==> src/rtl/mph_pkg.sv <==
package mph_pkg;

    parameter int DIV_W   = 7;
    parameter int DIV_MIN = 6;
    parameter int DIV_MAX = 127;
    parameter int PH_W    = 3;
    parameter int PH_MIN  = 2;
    parameter int PH_MAX  = 6;
    parameter int LFSR_W  = 8;
    parameter logic [LFSR_W-1:0] LFSR_TAPS = 8'hB8;
    parameter logic [LFSR_W-1:0] LFSR_SEED = 8'hA5;
    parameter int SPR_W   = 2;
    localparam int SUM_W  = DIV_W + 2;

    typedef logic [DIV_W-1:0] div_t;
    typedef logic [PH_W-1:0]  ph_t;

    typedef struct packed {
        div_t div;
        ph_t  nph;
    } cfg_t;

    typedef struct packed {
        div_t cnt;
        logic half;
        ph_t  ph;
    } slot_t;

    function automatic div_t clamp_div(input logic signed [SUM_W-1:0] v);
        if (v < SUM_W'(DIV_MIN))
            return DIV_W'(DIV_MIN);
        else if (v > SUM_W'(DIV_MAX))
            return DIV_W'(DIV_MAX);
        else
            return v[DIV_W-1:0];
    endfunction

    function automatic ph_t clamp_nph(input ph_t v);
        if (v < PH_W'(PH_MIN))
            return PH_W'(PH_MIN);
        else if (v > PH_W'(PH_MAX))
            return PH_W'(PH_MAX);
        else
            return v;
    endfunction

    function automatic logic [LFSR_W-1:0] lfsr_step(input logic [LFSR_W-1:0] s);
        return {s[LFSR_W-2:0], ^(s & LFSR_TAPS)};
    endfunction

endpackage

==> src/rtl/mph_cfg_reg.sv <==
module mph_cfg_reg
    import mph_pkg::*;
(
    input  logic clk,
    input  logic rst,
    input  logic cyc_end_i,
    input  div_t div_req_i,
    input  ph_t  nph_req_i,
    input  logic spread_en_i,
    output cfg_t cfg_o
);

    logic [LFSR_W-1:0]         lfsr_q;
    cfg_t                      cfg_q;
    div_t                      base_div;
    ph_t                       base_nph;
    logic signed [SPR_W-1:0]   ofs;
    logic signed [SUM_W-1:0]   ofs_ext;
    logic signed [SUM_W-1:0]   sum_s;

    always_comb begin
        base_div = clamp_div($signed({2'b00, div_req_i}));
        base_nph = clamp_nph(nph_req_i);
        ofs      = spread_en_i ? $signed(lfsr_q[SPR_W-1:0]) : '0;
        ofs_ext  = $signed({{(SUM_W-SPR_W){ofs[SPR_W-1]}}, ofs});
        sum_s    = $signed({2'b00, base_div}) + ofs_ext;
    end

    always_ff @(posedge clk) begin
        if (rst) begin
            cfg_q.div <= base_div;
            cfg_q.nph <= base_nph;
            lfsr_q    <= LFSR_SEED;
        end else if (cyc_end_i) begin
            cfg_q.div <= clamp_div(sum_s);
            cfg_q.nph <= base_nph;
            lfsr_q    <= lfsr_step(lfsr_q);
        end
    end

    assign cfg_o = cfg_q;


    div_range_chk: assert property (@(posedge clk) disable iff (rst)
        (cfg_q.div >= DIV_W'(DIV_MIN)) && (cfg_q.div <= DIV_W'(DIV_MAX)));


    nph_range_chk: assert property (@(posedge clk) disable iff (rst)
        (cfg_q.nph >= PH_W'(PH_MIN)) && (cfg_q.nph <= PH_W'(PH_MAX)));


    cfg_hold_chk: assert property (@(posedge clk) disable iff (rst)
        !cyc_end_i |=> $stable(cfg_q));


    spread_off_chk: assert property (@(posedge clk) disable iff (rst)
        (cyc_end_i && !spread_en_i) |=> (cfg_q.div == $past(base_div)));


    spread_win_chk: assert property (@(posedge clk) disable iff (rst)
        (cyc_end_i && spread_en_i) |=>
            ((int'(cfg_q.div) + 2 >= int'($past(base_div))) &&
             (int'(cfg_q.div) <= int'($past(base_div)) + 1)));

endmodule

==> src/rtl/mph_slot_counter.sv <==
module mph_slot_counter
    import mph_pkg::*;
(
    input  logic  clk,
    input  logic  rst,
    input  cfg_t  cfg_i,
    output slot_t slot_o,
    output logic  cyc_end_o
);

    slot_t slot_q;
    logic  cnt_wrap;
    logic  ph_wrap;

    always_comb begin
        cnt_wrap  = (slot_q.cnt == cfg_i.div - DIV_W'(1));
        ph_wrap   = (slot_q.ph == cfg_i.nph - PH_W'(1));
        cyc_end_o = cnt_wrap && slot_q.half && ph_wrap;
    end

    always_ff @(posedge clk) begin
        if (rst) begin
            slot_q <= '0;
        end else if (cnt_wrap) begin
            slot_q.cnt  <= '0;
            slot_q.half <= ~slot_q.half;
            if (slot_q.half)
                slot_q.ph <= ph_wrap ? '0 : slot_q.ph + PH_W'(1);
        end else begin
            slot_q.cnt <= slot_q.cnt + DIV_W'(1);
        end
    end

    assign slot_o = slot_q;


    cnt_range_chk: assert property (@(posedge clk) disable iff (rst)
        slot_q.cnt < cfg_i.div);


    ph_range_chk: assert property (@(posedge clk) disable iff (rst)
        slot_q.ph < cfg_i.nph);


    ph_step_chk: assert property (@(posedge clk) disable iff (rst)
        (cnt_wrap && slot_q.half && !ph_wrap) |=> (slot_q.ph == $past(slot_q.ph) + PH_W'(1)));

endmodule

==> src/rtl/mph_strobe_dec.sv <==
module mph_strobe_dec
    import mph_pkg::*;
#(
    parameter int NPH_OUT = PH_MAX
)(
    input  logic               rst,
    input  slot_t              slot_i,
    output logic [NPH_OUT-1:0] phase_start_o,
    output ph_t                phase_idx_o,
    output logic               cycle_start_o,
    output logic               sample_o
);

    logic tick;
    logic slot_head;

    assign tick      = !rst && (slot_i.cnt == '0);
    assign slot_head = tick && !slot_i.half;

    for (genvar g = 0; g < NPH_OUT; g++) begin : g_phase
        assign phase_start_o[g] = slot_head && (slot_i.ph == PH_W'(g));
    end

    assign sample_o      = tick;
    assign cycle_start_o = slot_head && (slot_i.ph == '0);
    assign phase_idx_o   = slot_i.ph;

endmodule

==> src/rtl/mph_timebase.sv <==
module mph_timebase
    import mph_pkg::*;
(
    input  logic                clk,
    input  logic                rst,
    input  logic [DIV_W-1:0]    div_sel_i,
    input  logic [PH_W-1:0]     nph_i,
    input  logic                spread_en_i,
    output logic [PH_MAX-1:0]   phase_start_o,
    output logic [PH_W-1:0]     phase_idx_o,
    output logic                cycle_start_o,
    output logic                sample_o
);

    cfg_t  cfg;
    slot_t slot;
    logic  cyc_end;

    mph_cfg_reg i_cfg (
        .clk        (clk),
        .rst        (rst),
        .cyc_end_i  (cyc_end),
        .div_req_i  (div_sel_i),
        .nph_req_i  (nph_i),
        .spread_en_i(spread_en_i),
        .cfg_o      (cfg)
    );

    mph_slot_counter i_cnt (
        .clk      (clk),
        .rst      (rst),
        .cfg_i    (cfg),
        .slot_o   (slot),
        .cyc_end_o(cyc_end)
    );

    mph_strobe_dec #(.NPH_OUT(PH_MAX)) i_dec (
        .rst          (rst),
        .slot_i       (slot),
        .phase_start_o(phase_start_o),
        .phase_idx_o  (phase_idx_o),
        .cycle_start_o(cycle_start_o),
        .sample_o     (sample_o)
    );


    onehot_chk: assert property (@(posedge clk) disable iff (rst)
        $onehot0(phase_start_o));


    cyc_follow_chk: assert property (@(posedge clk) disable iff (rst)
        cyc_end |=> (cycle_start_o && phase_start_o[0] && sample_o));


    reset_exit_chk: assert property (@(posedge clk) disable iff (rst)
        $fell(rst) |-> (cycle_start_o && phase_start_o[0] && (phase_idx_o == '0)));

endmodule

==> config.mk <==
export PLATFORM = sky130hd
export DESIGN_NAME = mph_timebase
export DESIGN_NICKNAME = d
export VERILOG_FILES = /design/src/rtl/mph_pkg.sv /design/src/rtl/mph_cfg_reg.sv /design/src/rtl/mph_slot_counter.sv /design/src/rtl/mph_strobe_dec.sv /design/src/rtl/mph_timebase.sv
export SDC_FILE = /design/constraint.sdc
export NUM_CORES = 1
export LEC_CHECK = 0
export ABC_AREA = 1
export BUFFER_PORTS_ARGS = -buffer_cell sky130_fd_sc_hd__buf_2
export CAP_MARGIN = 20
export CORE_MARGIN = 2
export CORE_UTILIZATION = 63
export CTS_CLUSTER_DIAMETER = 30
export DETAILED_ROUTE_END_ITERATION = 16
export PLACE_DENSITY = 0.95
export SLEW_MARGIN = 40
export SYNTH_ARGS = -nofsm -noshare
export SYNTH_HDL_FRONTEND = slang
export SYNTH_SLANG_ARGS = --single-unit
==> constraint.sdc <==
create_clock -name clk -period 7 [get_ports clk]
set_input_delay 2.1 -clock clk [delete_from_list [all_inputs] [get_ports clk]]
set_output_delay 2.1 -clock clk [all_outputs]
set_load 0.02 [all_outputs]
Yosys cells after proc, flatten, opt, wreduce, memory -nomap -nowiden
Index checks and enable logic that the tools add are counted.

storage, ports and cells
  register bits after elaboration = 29
  logic and storage cells = 51

cells by class
  add/subtract/negate cells = 5
  magnitude comparators = 5
  equal/unequal tests = 7
  muxes and demuxes = 9
  bitwise logic cells = 1
  reductions and logical operators = 18

operators by type and width
  kind                                                           count
  two-way mux 7 bit                                              3
  two-way mux 10 bit                                             2
  logical AND 1 bit                                              10
  adder 8 x 2 -> 9 bit                                           1
  greater-than comparator 9 x 8 -> 1 bit, second input constant  1
  < comparator 9 x 4 -> 1 bit, second input constant             1
  two-way mux 3 bit                                              3
  XOR reduction 8 bit                                            1
  adder 7 x 1 -> 7 bit, second input constant                    1
  equality test 7 bit                                            1
  logical NOT 7 bit                                              1
  < comparator 7 x 3 -> 1 bit, second input constant             1
  subtractor 7 x 1 -> 7 bit, second input constant               1
  equality test 3 x 2 -> 1 bit, second input constant            2
  equality test 3 bit, second input constant                     2
  adder 3 x 1 -> 3 bit, second input constant                    1
  equality test 3 x 1 -> 1 bit, second input constant            1
  equality test 3 bit                                            1
  greater-than comparator 3 bit, second input constant           1
  logical NOT 3 bit                                              1
  < comparator 3 x 2 -> 1 bit, second input constant             1
  subtractor 3 x 1 -> 3 bit, second input constant               1
  logical NOT 1 bit                                              2
  two-way mux 2 bit                                              1
  4 further kinds                                                4

Longest topological paths before layout
Gate-level depths: netlist of run 1.

  word-level depth = 8
  mapped depth = 18
  depth with buffers taken out = 18

Hierarchy
A second synthesis of run 1 with hierarchy kept.

unflattened totals
  cell total of the unflattened synthesis = 360
  area, all modules = 2357.3 µm²

modules (own cells, without submodules)
  module            instances  cells each  area an instance (µm²)
  mph_cfg_reg       1          187         1338.8
  mph_slot_counter  1          145         860.8
  mph_strobe_dec    1          28          157.7

Worst setup path after synthesis of run 1
OpenSTA, ideal clock, no wires.

  kind = input to output
  start point = input port rst
  end point = output port phase_start_o[0]
  data arrival time = 3.631 ns
  required time = 4.900 ns
  setup slack = 1.269 ns
  cell stages on the path = 9
  buffers on the path = 2
  cell sequence = clkbuf_1 -> clkinv_1 -> nand3_1 -> nor2_1 -> nand2_1 -> inv_1 -> nand2_1 -> nor2_1 -> buf_4

on the way
  longest elaborated chain between the ends = 4

RTL lines
  element             RTL line              source
  start: declaration  mph_timebase.sv:5     input logic rst,
  logical NOT 1 bit   mph_strobe_dec.sv:17  assign tick = !rst && (slot_i.cnt == '0);
  logical AND 1 bit   mph_strobe_dec.sv:17
  net sample_o        mph_timebase.sv:12    output logic sample_o
  logical AND 1 bit   mph_strobe_dec.sv:18  assign slot_head = tick && !slot_i.half;
  logical AND 1 bit   --
  end: declaration    mph_timebase.sv:9     output logic [PH_MAX-1:0] phase_start_o,

The timed path passes the listed nets, and every way through them passes these cells.

Final worst setup path of run 1
  start point = input port rst
  end point = output port phase_start_o[0]

on the way
  longest elaborated chain between the ends = 4

RTL lines
  element            RTL line              source
  logical NOT 1 bit  mph_strobe_dec.sv:17
  logical AND 1 bit  mph_strobe_dec.sv:17
  logical AND 1 bit  mph_strobe_dec.sv:18
  logical AND 1 bit  mph_strobe_dec.sv:21  assign phase_start_o[g] = slot_head && (slot_i.ph == PH_W'(g));

Every way passes these cells.

==> results of run 1 <==
metal layers:
metal  vias to the layer above  part of all wire  wire length, um  global-route usage
met3                         8             0.032              130              0.0411
li1                       1071                 -                -                   -
met1                       855              0.45             1830               0.255
met5                         -                 0                0                   0
met2                        35              0.50             2050               0.417
met4                         0             0.023               95               0.114
stage by stage:
| step | util | power, uW | setup slack, ns | instances | hold slack, ns |
|---|---|---|---|---|---|
| floorplan | - | 241 | 1.27 | 334 | 0.441 |
| detailed placement | 0.693 | 257 | 1.53 | 391 | 0.472 |
| finish | 0.711 | 357 | 1.52 | 399 | 0.492 |
| global route | 0.711 | 377 | 1.36 | 399 | 0.523 |
| global placement | 0.693 | 253 | 1.58 | 391 | 0.460 |
| CTS | 0.711 | 360 | 1.53 | 399 | 0.492 |
registers in the layout, indices dropped and copies added (netlist names):
name and count:
i_cnt.slot_o 11, i_cfg.cfg_o 10, i_cfg.lfsr_q 8
synthesized netlist by cell type, types with 5 or more instances:
cell        n
ha_1       17
xor2_1      8
clkbuf_1    6
nand3_1    34
dfxtp_1    19
nor2_1     36
nand4_1     5
a21oi_1     6
inv_1      53
edfxtp_1   10
nand2_1   102
power by group through the flow:
stage | Clock [uW] | Sequential (uW) | Combinational (uW)
3_5_place_dp | 0 | 191 | 65.9
5_1_grt | 113 | 188 | 75.9
3_3_place_gp | 0 | 190 | 63.3
6_report | 104 | 187 | 66.2
2_1_floorplan | 0 | 189 | 52.3
4_1_cts | 107 | 187 | 66.2
final timing paths:
| check | end | depth (start not counted) | slack [ns] |
|---|---|---|---|
| hold / removal | i_cnt.slot_o[4] | 1 | 0.49 |
| setup reg to reg | i_cfg.cfg_o[6] | 11 | 4.51 |
| hold reg to reg | i_cnt.slot_o[4] | 1 | 0.49 |
| setup / recovery | phase_start_o[0] | 9 | 1.52 |
worst max-delay path: stages:
cell	delay [ns]
buf_2	0.18
clkinv_1	0.38
nand3_1	0.22
nor2_1	0.07
nand2_1	0.07
inv_1	0.05
nand2_1	0.10
nor2_1	0.06
buf_2	0.15
cell type report:
| class | instances | area share |
|---|---|---|
| inverter | 56 | 0.0880 |
| sequential | 29 | 0.285 |
| clock buffer | 8 | 0.0246 |
| tap | 46 | 0.0241 |
| multi-input combinational | 237 | 0.530 |
| timing repair buffer | 23 | 0.0482 |
kinds of logic (layout without fill, tap and decap cells):
kind of cell,Yosys count,count (layout),share of synthesized area
adders and majority gates,18,18,0.104
xor gates and xnor gates,12,12,0.0472
buffers and inverters,68,87,0.125
DFF,29,29,0.306
AOI/OAI and AO/OA,11,11,0.0247
and+or+nand+nor,196,196,0.393
==> metrics.md, run 1 <==
| Metric | Value |
|---|---|
| Port bufs | 23 |
| Initial core utilization | 0.662 |
| Yosys top cell area share | 0.172 |
| Post-synth top flop | dfxtp_1 |
| Num Clock Sinks | 29 |
| CP required | 4.90 ns |
| Aggregate global-route resource usage | 0.230 |
| Placed inst area | 2330 um^2 |
| YS warnings | 0 |
| Part of the power in registers | 0.523 |
| Post-Syn Area | 2230 um^2 |
| Setup bufs post-CTS | 0 |
| Crit start category | input pin |
| Reg area | 681 um^2 |
| Fillcell total | 291 |
| Data arrival, critical path | 3.38 ns |
| Fraction of layout cells with a size suffix above 1 | 0.116 |
| Die H | 63.5 um |
| Worst setup path startpoint | rst |
| Status | complete, no violations |
| Area contributors post-synth | nand2_1 17%, dfxtp_1 17%, edfxtp_1 13%, ha_1 9.6%, inv_1 8.9% |
| P&R area growth vs syn | 7.30% |
| Slew margin rel. | 0.704 |
| Root buf cell | clkbuf_4 |
| GP Congestion | 0.952 |
| Switching pwr | 102 uW |
| Unique cell type count in the Yosys netlist | 30 |
| Most common cell after layout, fill and taps aside | nand2_1 |
| Combinational Power Share | 0.185 |
| Post-synthesis sequential area ratio | 0.306 |
| RSZ-0062 raised after global routing | false |
| Total gr overflow | 0 |
| LEAKAGE | 0.00132 uW |
| Slew @ Worst Pin | 0.443 ns |
| Fin. max-slew vios | 0 |
| Commonest non-fill, non-tap cells in the layout | 102 x nand2_1, 53 x inv_1, 36 x nor2_1, 34 x nand3_1, 23 x buf_2 |
| Footprint of the multi-input gates | 1270 um^2 |
| Power per cell area | 149 nW/um^2 |
| Via count | 1,969 |
| Final TNS setup | 0 ns |
| Critical path capture point type | output pin |
| Clk pwr share | 0.291 |
| Initial antenna violation count | 0 |
| Largest area contributor in the netlist | nand2_1 |
| Initial detailed-routing violation count | 69 |
| Critical-path maximum fanout | 17 |
| Synth Register Bits | 29 |
| Wirelength per Cell | 10.3 um |
| Die ar. | 4030 um^2 |
| Post-route cell area | 2390 um^2 |
| Ports | 24 |
| Final setup viols | 0 |
| Largest net degree at the start of global routing | 18 |
| Critical R2R Launch | i_cfg.lfsr_q[1] |
| DRC viols | 0 |
| Worst-skew pair later-pin latency | 0.32 ns |
| WL final | 4110 um |
| CTS resizes | 0 |
| Die Width | 63.5 um |
| Number of global-route vias before repair | 1,814 |
| Min-Delay Path Class | flip-flop to flip-flop |
| Placeable Area | 3360 um^2 |
| FFs w/ async S/R, synth | 0 |
| Final period utilization | 0.784 |
| Syn nets | 365 |
| DR vias/cell | 4.93 |
| F_max | 182 MHz |
| Max Cap Viol | 0 |
| Row count | 21 |
| Global-route wire length before repair | 7380 um |
| Final ANT Viol Nets | 0 |
| Post-synth EDFFs | 10 |
| Nets | 383 |
| CTS tree | built |
| Hold path start | i_cnt.slot_o[4] |
| Tmin final | 5.48 ns |
| Final hold vios | 0 |
| H-tree levels | 2 |
| Post-synthesis area per instance | 6.67 um^2 |
| Maximum vdd drop | 0.0000705 V |
| Post-Syn Instances | 334 |
| Worst setup path class | input pin to output pin |
| Clk buf depth | 2 |
| First-pass DRT Iterations | 4 |
| Sw frac | 0.285 |
| TritonCTS Buffers | 5 |
| Clk pin slew, worst setup/hold paths | 0.09 ns |
| Int Power | 255 uW |
| Diode count | 0 |
| Hold buffers post-CTS | 0 |
| Post-DP HPWL | 3410 um |
| Worst Skew | 0.00797 ns |
Power figures use the tool's default switching activity.
==> run 2: changes to the inputs <==
--- a/config.mk
+++ b/config.mk
@@ -9,10 +9,10 @@
 export BUFFER_PORTS_ARGS = -buffer_cell sky130_fd_sc_hd__buf_2
 export CAP_MARGIN = 20
 export CORE_MARGIN = 2
-export CORE_UTILIZATION = 63
+export CORE_UTILIZATION = 53
 export CTS_CLUSTER_DIAMETER = 30
 export DETAILED_ROUTE_END_ITERATION = 16
-export PLACE_DENSITY = 0.95
+export PLACE_DENSITY = 0.86
 export SLEW_MARGIN = 40
 export SYNTH_ARGS = -nofsm -noshare
 export SYNTH_HDL_FRONTEND = slang
==> constraint.sdc (replaced) <==
create_clock -name clk -period 4.67 [get_ports clk]
set_input_delay 1.401 -clock clk [delete_from_list [all_inputs] [get_ports clk]]
set_output_delay 1.401 -clock clk [all_outputs]
set_load 0.02 [all_outputs]
==> metrics.md, run 2 (synthesis results as in run 1) <==
| Metric | Value |
|---|---|
| Status | complete, no violations (unchanged) |
| Port bufs | 23 (unchanged) |
| Wirelength per Cell | 11.4 um (was 10.3 um) |
| Die H | 68.8 um (was 63.5 um) |
| WL final | 4610 um (was 4110 um) |
| Num Clock Sinks | 29 (unchanged) |
| GP Congestion | 0.893 (was 0.952) |
| Post-route core utilization | 0.604 (was 0.711) |
| TritonCTS Buffers | 5 (unchanged) |
| Commonest non-fill, non-tap cells in the layout | 102 x nand2_1, 53 x inv_1, 36 x nor2_1, 34 x nand3_1, 23 x buf_2 (unchanged) |
| Ports | 24 (unchanged) |
| Total gr overflow | 0 (unchanged) |
| Hold buffers post-CTS | 0 (unchanged) |
| Tmin final | 3.81 ns |
| P&R area growth vs syn | 9.33% (was 7.30%) |
| Row count | 23 (was 21) |
| Power per cell area | 242 nW/um^2 (was 149 nW/um^2) |
| Post-DP HPWL | 3620 um (was 3410 um) |
| DR vias/cell | 4.95 (was 4.93) |
| Clk buf depth | 2 (unchanged) |
| Die Width | 68.8 um (was 63.5 um) |
| CP delay by family, top | simple AND/OR/NAND/NOR gates (was buffers and inverters) |
| Worst-skew pair later-pin latency | 0.28 ns (was 0.32 ns) |
| Die ar. | 4740 um^2 (was 4030 um^2) |
| Final period utilization | 0.816 |
| Critical path's largest stage delay | 0.17 ns (was 0.38 ns) |
| Nets | 384 (was 383) |
| Worst setup path class | input pin to output pin (unchanged) |
| Slew margin rel. | 0.718 (was 0.704) |
| Power Total | 590 uW (was 357 uW) |
| Root buf cell | clkbuf_8 (was clkbuf_4) |
| Cell Chain, Critical Path | buf_2 > clkinv_1 > nand3_1 > nor2_1 > nand2_1 > inv_1 > nand2_1 > nor2_1 > buf_2 (unchanged) |
| CP required | 3.27 ns (was 4.90 ns) |
| Largest register FFs | 11 (unchanged) |
| Final hold vios | 0 (unchanged) |
| Most common cell after layout, fill and taps aside | nand2_1 (unchanged) |
| LEAKAGE | 0.00134 uW (was 0.00132 uW) |
| Critical path capture point type | output pin (unchanged) |
| Initial core utilization | 0.553 (was 0.662) |
| Fin. max-slew vios | 0 (unchanged) |
| Clk pin slew, worst setup/hold paths | 0.06 ns (was 0.09 ns) |
| Via count | 1,999 (was 1,969) |
| Maximum vdd drop | 0.0000967 V (was 0.0000705 V) |
| Crit start category | input pin (unchanged) |
| Initial antenna violation count | 0 (unchanged) |
| Final TNS setup | 0 ns (unchanged) |
| Placeable Area | 4030 um^2 (was 3360 um^2) |
| CTS resizes | 0 (unchanged) |
| DRC viols | 0 (unchanged) |
| Global-route wire length before repair | 7530 um (was 7380 um) |
| Diode count | 0 (unchanged) |
| Slew @ Worst Pin | 0.421 ns (was 0.443 ns) |
| Largest net degree at the start of global routing | 17 (was 18) |
| CTS tree | built (unchanged) |
| Final setup viols | 0 (unchanged) |
| First-pass DRT Iterations | 4 (unchanged) |
| Fraction of layout cells with a size suffix above 1 | 0.121 (was 0.116) |
| Min-Delay Path Class | flip-flop to flip-flop (unchanged) |
| Max Cap Viol | 0 (unchanged) |
| RSZ-0062 raised after global routing | false (unchanged) |
| Setup bufs post-CTS | 0 (unchanged) |
| Worst Skew | 0.00390 ns (was 0.00797 ns) |
| Slowest-stage cell, CP | buf_2 (was clkinv_1) |
| Initial detailed-routing violation count | 112 (was 69) |
| F_max | 262 MHz |
| Aggregate global-route resource usage | 0.216 (was 0.230) |
| Critical-path maximum fanout | 9 (was 17) |
| Number of global-route vias before repair | 1,838 (was 1,814) |
| Buf/Inv on CP | 4 (unchanged) |
| H-tree levels | 2 (unchanged) |
| Final ANT Viol Nets | 0 (unchanged) |
| Data arrival, critical path | 2.41 ns (was 3.38 ns) |
## run 2: cell count changes in the layout (fill, tap and decap cells not counted), sizes merged
cell and change:
clkbuf -2, buf +1, clkinv +2
## run 2: final timing paths
kind / start / end / slack, ns / cells past startpoint
max reg2reg: i_cfg.lfsr_q[1] / i_cfg.cfg_o[7] / 2.01 / 11
min reg2reg: i_cfg.lfsr_q[2] / i_cfg.lfsr_q[2] / 0.49 / 2
min: i_cfg.lfsr_q[2] / i_cfg.lfsr_q[2] / 0.49 / 2
max: rst / phase_start_o[0] / 0.86 / 9
## run 2: cell type report
type	count	area, um^2
Clock buffer	6	82.6
Clock inverter	2	8.76
Fill cell	398	1590
Inverter	56	210
Multi-Input combinational cell	237	1270
Sequential cell	29	681
Tap cell	50	62.6
Timing Repair Buffer	24	123
## run 2: layer usage
layer / global-route usage / wire (um) / vias to the layer above
met5: 0 / 0 / -
met4: 0.0907 / 80 / 0
met3: 0.0519 / 200 / 7
met2: 0.397 / 2380 / 48
met1: 0.236 / 1950 / 877
li1: - / - / 1067
## run 2: worst min-delay path, cell delays in order, from the launching register on
cell and delay (ns):
dfxtp_1 0.33, nand2_1 0.06, nand3_1 0.07
## run 2: power by group
| part | internal [uW] | switching (uW) | leakage (uW) |
|---|---|---|---|
| sequential | 272 | 8.12 | 0.000251 |
| combinational | 37.1 | 64.7 | 0.00104 |
| clock | 116 | 91.9 | 0.0000486 |
## run 2: through the flow
stage	hold slack (ns)	instances	setup slack, ns	instance area [um^2]
6_report	0.487	404	0.860	2430
5_1_grt	0.519	404	0.675	2430
4_1_cts	0.486	404	0.844	2430
3_5_place_dp	0.473	396	0.757	2340
3_3_place_gp	0.459	396	0.870	2340
2_1_floorplan	0.441	334	0.337	2230
